[src/rtl/xfer_splitter_pkg.sv]
package xfer_splitter_pkg;

    localparam int CMD_W = 3;

    typedef enum logic [CMD_W-1:0] {
        CMD_RD16  = 3'd0,
        CMD_WR16  = 3'd1,
        CMD_RD32  = 3'd2,
        CMD_WR32  = 3'd3,
        CMD_RDBST = 3'd4,
        CMD_WRBST = 3'd5
    } cmd_e;

endpackage

[src/rtl/xfer_size_sel.sv]
module xfer_size_sel
    import xfer_splitter_pkg::*;
#(
    parameter int REM_W     = 17,
    parameter int BURST_MAX = 240,
    parameter int SEG_W     = 8
) (
    input  logic [2:1]       off,
    input  logic [REM_W-1:0] rem,
    input  logic             is_write,
    output cmd_e             cmd,
    output logic [SEG_W-1:0] len
);
    logic [REM_W-1:0] floor8;
    cmd_e             base;

    always_comb begin
        floor8 = rem & ~REM_W'(7);
        if (off == 2'b01 || off == 2'b11 || rem == REM_W'(2)) begin
            base = CMD_RD16;
            len  = SEG_W'(2);
        end else if (off == 2'b10 || rem <= REM_W'(6)) begin
            base = CMD_RD32;
            len  = SEG_W'(4);
        end else begin
            base = CMD_RDBST;
            if (32'(floor8) > BURST_MAX) len = SEG_W'(BURST_MAX);
            else                         len = SEG_W'(floor8);
        end
        cmd = cmd_e'(base | {2'b00, is_write});
    end
endmodule

[src/rtl/xfer_req_check.sv]
module xfer_req_check #(
    parameter int LEN_W = 16,
    parameter int REM_W = 17
) (
    input  logic             is_write,
    input  logic             addr_lsb,
    input  logic [LEN_W-1:0] len,
    output logic             reject,
    output logic             empty,
    output logic             pad,
    output logic [REM_W-1:0] total
);
    always_comb begin
        reject = addr_lsb | (~is_write & len[0]);
        empty  = (len == '0);
        pad    = is_write & len[0];
        total  = REM_W'(len) + REM_W'(pad);
    end
endmodule

[src/rtl/xfer_splitter.sv]
module xfer_splitter
    import xfer_splitter_pkg::*;
#(
    parameter int ADDR_W    = 32,
    parameter int LEN_W     = 16,
    parameter int BURST_MAX = 240,
    localparam int SEG_W    = $clog2(BURST_MAX + 1)
) (
    input  logic              clk,
    input  logic              rst_n,
    input  logic              req_valid,
    output logic              req_ready,
    input  logic              req_write,
    input  logic [ADDR_W-1:0] req_addr,
    input  logic [LEN_W-1:0]  req_len,
    output logic              seg_valid,
    input  logic              seg_ready,
    output logic [CMD_W-1:0]  seg_cmd,
    output logic [ADDR_W-1:0] seg_addr,
    output logic [SEG_W-1:0]  seg_len,
    output logic              seg_pad,
    output logic              done,
    output logic              err
);
    localparam int REM_W = LEN_W + 1;

    typedef struct packed {
        logic              busy;
        logic              wr;
        logic              pad;
        logic [ADDR_W-1:0] addr;
        logic [REM_W-1:0]  rem;
        logic              done;
        logic              err;
    } state_t;

    state_t s_d, s_q;

    logic             chk_reject, chk_empty, chk_pad;
    logic [REM_W-1:0] chk_total;
    cmd_e             sel_cmd;
    logic [SEG_W-1:0] sel_len;
    logic             last_seg;

    xfer_req_check #(.LEN_W(LEN_W), .REM_W(REM_W)) i_check (
        .is_write (req_write),
        .addr_lsb (req_addr[0]),
        .len      (req_len),
        .reject   (chk_reject),
        .empty    (chk_empty),
        .pad      (chk_pad),
        .total    (chk_total)
    );

    xfer_size_sel #(.REM_W(REM_W), .BURST_MAX(BURST_MAX), .SEG_W(SEG_W)) i_sel (
        .off      (s_q.addr[2:1]),
        .rem      (s_q.rem),
        .is_write (s_q.wr),
        .cmd      (sel_cmd),
        .len      (sel_len)
    );

    assign last_seg = (s_q.rem == REM_W'(sel_len));

    always_comb begin
        s_d      = s_q;
        s_d.done = 1'b0;
        s_d.err  = 1'b0;
        if (!s_q.busy) begin
            if (req_valid) begin
                if (chk_reject) begin
                    s_d.err = 1'b1;
                end else if (chk_empty) begin
                    s_d.done = 1'b1;
                end else begin
                    s_d.busy = 1'b1;
                    s_d.wr   = req_write;
                    s_d.pad  = chk_pad;
                    s_d.addr = req_addr;
                    s_d.rem  = chk_total;
                end
            end
        end else if (seg_ready) begin
            s_d.addr = s_q.addr + ADDR_W'(sel_len);
            s_d.rem  = s_q.rem - REM_W'(sel_len);
            if (last_seg) begin
                s_d.busy = 1'b0;
                s_d.pad  = 1'b0;
                s_d.done = 1'b1;
            end
        end
    end

    always_ff @(posedge clk) begin
        if (!rst_n) s_q <= '0;
        else        s_q <= s_d;
    end

    assign req_ready = ~s_q.busy;
    assign seg_valid = s_q.busy;
    assign seg_cmd   = sel_cmd;
    assign seg_addr  = s_q.addr;
    assign seg_len   = sel_len;
    assign seg_pad   = s_q.busy & s_q.wr & s_q.pad & last_seg;
    assign done      = s_q.done;
    assign err       = s_q.err;
endmodule

[config.mk]
export PLATFORM = sky130hd
export DESIGN_NAME = xfer_splitter
export DESIGN_NICKNAME = d
export VERILOG_FILES = /design/src/rtl/xfer_splitter_pkg.sv /design/src/rtl/xfer_size_sel.sv /design/src/rtl/xfer_req_check.sv /design/src/rtl/xfer_splitter.sv
export SDC_FILE = /design/constraint.sdc
export NUM_CORES = 1
export LEC_CHECK = 0
export CORE_UTILIZATION = 47
export CTS_BUF_LIST = sky130_fd_sc_hd__clkbuf_4
export DETAILED_ROUTE_END_ITERATION = 10
export PLACE_DENSITY = 0.8
export SYNTH_ARGS = -nofsm -noshare
export SYNTH_HDL_FRONTEND = slang
export SYNTH_SLANG_ARGS = --single-unit
[constraint.sdc]
create_clock -name clk -period 4.2 [get_ports clk]
set_input_delay 0.84 -clock clk [delete_from_list [all_inputs] [get_ports clk]]
set_output_delay 0.84 -clock clk [all_outputs]
set_load 0.005 [all_outputs]
==> impl_metrics.json, run 1 <==
{
  "cp_cell_sequence": "or4_4, or4b_4, nor3_4, or4b_4, o211ai_2, ha_1, nand4_1, nor4_2, and4_1, buf_2",
  "synth.net_count": 597,
  "synth_area_um2": 4030,
  "design.die.area_um2": 8960,
  "fin_skew_ns": 0.0311,
  "final_area_um2": 5290,
  "cts_htree_levels": 2,
  "synth-main-ff-cell": "dfxtp_1",
  "grt_util_met1": 0.324,
  "peakVddDrop_mv": 0.156,
  "power.internal_w": 0.00114,
  "max_slew_margin": 0.496,
  "critPathBufInv": 1,
  "drtAntennaViolNets": 0,
  "status": "completed",
  "gp_congestion": 0.909,
  "core-area_um2": 8260,
  "drt_iter0_drc": 213,
  "yosysMostFrequentCell": "nand2_1",
  "critPathCaptureType": "primary output",
  "place_inst": 713,
  "viasPerCell": 5.96,
  "hold_class": "register to register",
  "pin_count": 101,
  "final_cells": 722,
  "avgSynthCellArea_um2": 7.65,
  "first_global_vias": 4044,
  "fin_crit_sh": 0.999,
  "rows": 33,
  "cts_buffers": 5,
  "area_growth_pct": 31.2,
  "setup_tns_ns": 0,
  "io_buffers": 99,
  "vias": 4301,
  "die_y_um": 94.6,
  "busiest_layer": "met2",
  "min_period_ns": 4.20,
  "hold_buffers": 0,
  "p_per_area_nw_per_um2": 337,
  "cts_sinks": 54,
  "cp_common_cell": "or4b_4",
  "ys_ff_latch": 54,
  "clock-root-buffer": "clkbuf_4",
  "insertion_delay_ns": 0.40,
  "rsz0062_at_grt": "true",
  "cts_tree": "done",
  "critPathTopFamily": "simple AND/OR/NAND/NOR gates",
  "power.total_w": 0.00179,
  "use_met2": 0.459,
  "setup-violations-final": 0,
  "gr-usage-met3": 0.0298,
  "dp_hpwl_mm": 8.52,
  "switching_power_w": 0.000650,
  "synth_area_leader_cell": "dfxtp_1",
  "firstDrtPassIters": 6,
  "hold_violations": 0,
  "cp-start-kind": "register",
  "synthTopCellsByArea": "dfxtp_1 27%, buf_4 6.5%, nand2_1 6.0%",
  "grt_max_degree": 39,
  "synthArstFlopShare": 0,
  "comb_power_share": 0.494,
  "arrival_ns": 3.36,
  "grtUsageTotal": 0.256,
  "grt_first_pass_wirelength_mm": 18.6,
  "cts.clk_slew.worst_paths_ns": 0.17,
  "dpl_cell_area_um2": 5110,
  "die_width_um": 94.6,
  "overflow": 0,
  "synth_top_area_frac": 0.268,
  "drive_above_1_share": 0.130,
  "swShare": 0.364,
  "critPathSlowestCell": "or4_4",
  "nNetsFinal": 686,
  "worstPathMaxFanout": 2,
  "critical_path_class": "register to primary output",
  "yosys_warnings": 0,
  "required_ns": 3.36,
  "syn_inst": 527,
  "post_drt_wl_per_cell_um": 16.0,
  "totalWireLength_mm": 11.5,
  "p_leak_nw": 1.93,
  "p_clk_frac": 0.177,
  "maxSlewViolCount": 0,
  "antenna_cells": 0,
  "antenna_found_initial": 0,
  "drc": 0,
  "ys_types": 65,
  "cts.path.max_buffers": 2,
  "start_util": 0.488,
  "crit_path_max_incr_delay_ns": 0.53,
  "fin_util": 0.641,
  "worstMarginPinSlew_ns": 0.750,
  "r2r_setup_slack_ns": 0.12,
  "max_cap_viol_count": 0,
  "synth_commonest_cells": "65 x nand2_1, 54 x dfxtp_1, 38 x a21oi_1",
  "synth-seq-area-share": 0.268,
  "synth_edf_count": 0,
  "max_freq_ghz": 0.238,
  "seq_power_share": 0.330,
  "fillerInstances": 709
}
cell type report:
class / instances / area [µm²] / share of cell area
Timing Repair Buffer: 142 / 1310 / 0.247
Multi-Input combinational cell: 389 / 2590 / 0.490
Tap cell: 105 / 131 / 0.0248
Clock inverter: 3 / 48.8 / 0.00922
Inverter: 24 / 90.1 / 0.0170
Sequential cell: 54 / 1080 / 0.205
Clock buffer: 5 / 37.5 / 0.00709
layer usage:
metal / vias to the layer above / routed length [µm]
li1: 2088 / -
met1: 2053 / 5140
met2: 147 / 5630
met3: 13 / 609
met4: 0 / 157
met5: - / 0
placed cells by master, fill, tap and decap left out, drive strengths merged, types with 3 or more instances in the layout:
master and count:
a21o 5, xnor2 13, buf 44, nor3 5, nand2b 4, o21bai 4
nand2 65, a211oi 5, and4 6, or4 8, a21oi 38, clkdlybuf4s50 98
o21a 3, o211ai 8, and3 12, nor4 8, nand4 20, a22oi 3
a221oi 6, or3 3, a32o 3, mux2 5, clkbuf 5, dfxtp 54
a311oi 4, o21ai 15, nand3 25, o22ai 6, a2111oi 4, and2 6
a31oi 10, nor2 32, mux2i 3, xor2 16, ha 16, inv 25
o221ai 3
worst reg2reg max path, cell delays in order (launching register included):
cell      delay (ns)
dfxtp_2         0.35
or4_4           0.53
or4b_4          0.53
nor3_4          0.14
or4b_4          0.52
nand2b_4        0.11
ha_4            0.13
inv_1           0.04
fa_1            0.40
a21o_1          0.19
a21oi_2         0.16
o21bai_1        0.14
or3_2           0.43
a31oi_1         0.21
o22ai_1         0.10
cells by family (layout without fill, tap and decap cells):
group | after synthesis | count (layout) | share of synthesized area
simple gates | 202 | 202 | 0.260
compound gates | 132 | 132 | 0.221
buf+inv | 84 | 174 | 0.111
flops | 54 | 54 | 0.268
xor+xnor | 29 | 29 | 0.0630
fa+ha+maj | 17 | 17 | 0.0546
mux | 8 | 8 | 0.0214
other cells | 1 | 1 | 0.000930
repair_timing:
action                     4_1_cts  5_1_grt
setup endpoints to repair       12       16
pin swaps                        8        5
setup buffers                    1        0
resized for setup               16       13
per-stage QoR:
stage                     setup WS [ns]  hold slack (ns)
after floorplan                 0.00678            0.444
after global placement           -0.154            0.453
after detailed placement         -0.253            0.457
after CTS                        -0.167            0.480
after global routing             -0.143            0.513
final                           0.00476            0.477
path summary, 6_finish.rpt:
path / from / cells past startpoint / to
worst max-delay path: s_q[15] / 10 / seg_pad
worst min-delay path: s_q[51] / 2 / s_q[51]
worst max register to register: s_q[15] / 14 / s_q[17]
worst min register to register: s_q[51] / 2 / s_q[51]
power by group through the flow:
stage | Clock (W) | Sequential (W) | Combinational (W)
after floorplan | 0 | 0.000586 | 0.000473
after global placement | 0 | 0.000595 | 0.000806
after detailed placement | 0 | 0.000597 | 0.000832
after CTS | 0.000324 | 0.000587 | 0.000856
after global routing | 0.000339 | 0.000593 | 0.000962
final | 0.000316 | 0.000589 | 0.000882
flip-flops by register name, summed over array words and instances (netlist names):
name and count:
done 1, err 1, s_q 19, seg_addr 32, seg_valid 1
Power figures use the tool's default switching activity.
==> inputs of run 2 (changes only) <==
--- a/config.mk
+++ b/config.mk
@@ -5,10 +5,13 @@
 export SDC_FILE = /design/constraint.sdc
 export NUM_CORES = 1
 export LEC_CHECK = 0
-export CORE_UTILIZATION = 47
+export CELL_PAD_IN_SITES_DETAIL_PLACEMENT = 1
+export CELL_PAD_IN_SITES_GLOBAL_PLACEMENT = 1
+export CORE_MARGIN = 8
+export CORE_UTILIZATION = 33
 export CTS_BUF_LIST = sky130_fd_sc_hd__clkbuf_4
 export DETAILED_ROUTE_END_ITERATION = 10
-export PLACE_DENSITY = 0.8
+export PLACE_DENSITY_LB_ADDON = 0.1
 export SYNTH_ARGS = -nofsm -noshare
 export SYNTH_HDL_FRONTEND = slang
 export SYNTH_SLANG_ARGS = --single-unit
==> impl_metrics.json, run 2 (synthesis results as in run 1) <==
{
  "power.total_w": 0.00191,
  "core-area_um2": 12000,
  "cp_common_cell": "or4b_4",
  "overflow": 0,
  "r2r-start": "s_q[14]",
  "rsz0062_at_grt": "true",
  "worstSetupStartpoint": "s_q[14]",
  "max_cap_viol_count": 0,
  "pin_count": 101,
  "gp_congestion": 0.845,
  "drtAntennaViolNets": 0,
  "critPathSlowestCell": "or4b_4",
  "layout_common_cells": "98 x clkdlybuf4s50_1, 65 x nand2_1, 55 x buf_4",
  "antenna_found_initial": 0,
  "io_buffers": 99,
  "cts_tree": "done",
  "cts_sinks": 54,
  "design.die.area_um2": 16000,
  "max_slew_margin": 0.466,
  "status": "finished, violations left",
  "cts.clk_slew.worst_paths_ns": 0.18,
  "drive_above_1_share": 0.156,
  "max_freq_ghz": 0.228,
  "place_ws_ns": -0.234,
  "rows": 40,
  "hold_violations": 0,
  "totalWireLength_mm": 14.9,
  "required_ns": 3.36,
  "setup-violations-final": 3,
  "vias": 4321,
  "clock-root-buffer": "clkbuf_4",
  "min_period_ns": 4.39,
  "cp-start-kind": "register",
  "nNetsFinal": 699,
  "cts.path.max_buffers": 2,
  "cts_buffers": 5,
  "p_per_area_nw_per_um2": 350,
  "die_width_um": 127,
  "fin_crit_sh": 1.04,
  "final_common_cell": "clkdlybuf4s50_1",
  "hold_class": "register to register",
  "critical_path_class": "register to primary output",
  "drc": 0,
  "worstPathMaxFanout": 2,
  "insertion_delay_ns": 0.42,
  "antenna_cells": 0,
  "worstMarginPinSlew_ns": 0.793,
  "cts_htree_levels": 2,
  "grtUsageTotal": 0.184,
  "grt_max_degree": 39,
  "setup_ws_ns": -0.189,
  "hold_buffers": 0,
  "maxSlewViolCount": 0,
  "post_drt_wl_per_cell_um": 19.1,
  "cp_cell_sequence": "or4_4, or4b_4, nor3_4, or4b_4, o211ai_2, ha_1, nand4_1, nor4_2, buf_4, and4_1, buf_2",
  "p_leak_nw": 2.00,
  "die_y_um": 127,
  "reg2reg_to": "seg_addr[24]",
  "firstDrtPassIters": 4,
  "grt_first_pass_wirelength_mm": 24.1,
  "crit_path_max_incr_delay_ns": 0.53,
  "drt_iter0_drc": 218,
  "endpoint": "seg_pad",
  "critPathCaptureType": "primary output",
  "peakVddDrop_mv": 0.181,
  "dp_hpwl_mm": 11.1,
  "r2r_cells": 15,
  "largest_register_ffs": 32,
  "arrival_ns": 3.55,
  "fin_skew_ns": 0.0143,
  "area_growth_pct": 35.1,
  "start_util": 0.337,
  "r2r_setup_slack_ns": 0.08,
  "first_global_vias": 4705,
  "violations": "setup timing",
  "viasPerCell": 5.56
}
## run 2: changes by cell type in the layout (fill, tap and decap cells not counted), sizes merged
cell,change
buf,+13
clkbuf,+1
inv,-1
## run 2: layout make-up
class / instances / area [µm²]
Clock buffer: 6 / 45.0
Clock inverter: 2 / 37.5
Sequential cell: 54 / 1080
Fill cell: 1480 / 6510
Timing Repair Buffer: 155 / 1420
Multi-Input combinational cell: 389 / 2590
Inverter: 24 / 90.1
Tap cell: 147 / 184
## run 2: metal layers
layer | vias up | GRT usage | wire length [µm]
met5 | - | 0 | 0
met4 | 0 | 0.0573 | 238
met3 | 17 | 0.0335 | 706
met2 | 96 | 0.328 | 7300
met1 | 2094 | 0.217 | 6620
li1 | 2114 | - | -
## run 2: what timing repair did
action                                  CTS  global route
endpoints found under the setup margin   16            20
pin swaps                                 7             8
gates cloned                              0             0
buffers inserted                          2             3
gates resized for setup                  19            15
## run 2: worst min-delay path by stage
| stage | start | endpoint | slack [ns] | depth (start not counted) |
|---|---|---|---|---|
| after floorplan | s_q[51] | s_q[51] | 0.44 | 2 |
| after global placement | s_q[51] | s_q[51] | 0.45 | 2 |
| after detailed placement | s_q[52] | s_q[52] | 0.46 | 2 |
| after CTS | s_q[52] | s_q[52] | 0.48 | 2 |
| after global routing | seg_addr[0] | seg_addr[0] | 0.51 | 1 |
| final | s_q[52] | s_q[52] | 0.48 | 2 |
## run 2: where the power goes
part	switching [W]	internal [W]
logic	0.000473	0.000513
registers	0.0000428	0.000547
clock network	0.000200	0.000132
total	0.000717	0.00119
## run 2: critical path: cells and delay by family (launching register included)
kind | cells | cell delay (ns)
compound gates | 1 | 0.11
buf+inv | 2 | 0.28
simple gates | 7 | 2.20
flops | 1 | 0.36
fa+ha+maj | 1 | 0.18
## run 2: metrics by stage
step | instances | instance area (µm²) | hold slack, ns | setup TNS [ns] | utilization
global placement | 764 | 5250 | 0.452 | -0.200 | 0.438
finish | 777 | 5450 | 0.483 | -0.299 | 0.456
detailed placement | 764 | 5250 | 0.460 | -0.840 | 0.438
global route | 777 | 5450 | 0.512 | -0.993 | 0.456
floorplan | 527 | 4030 | 0.444 | 0 | -
CTS | 774 | 5380 | 0.484 | -0.358 | 0.450
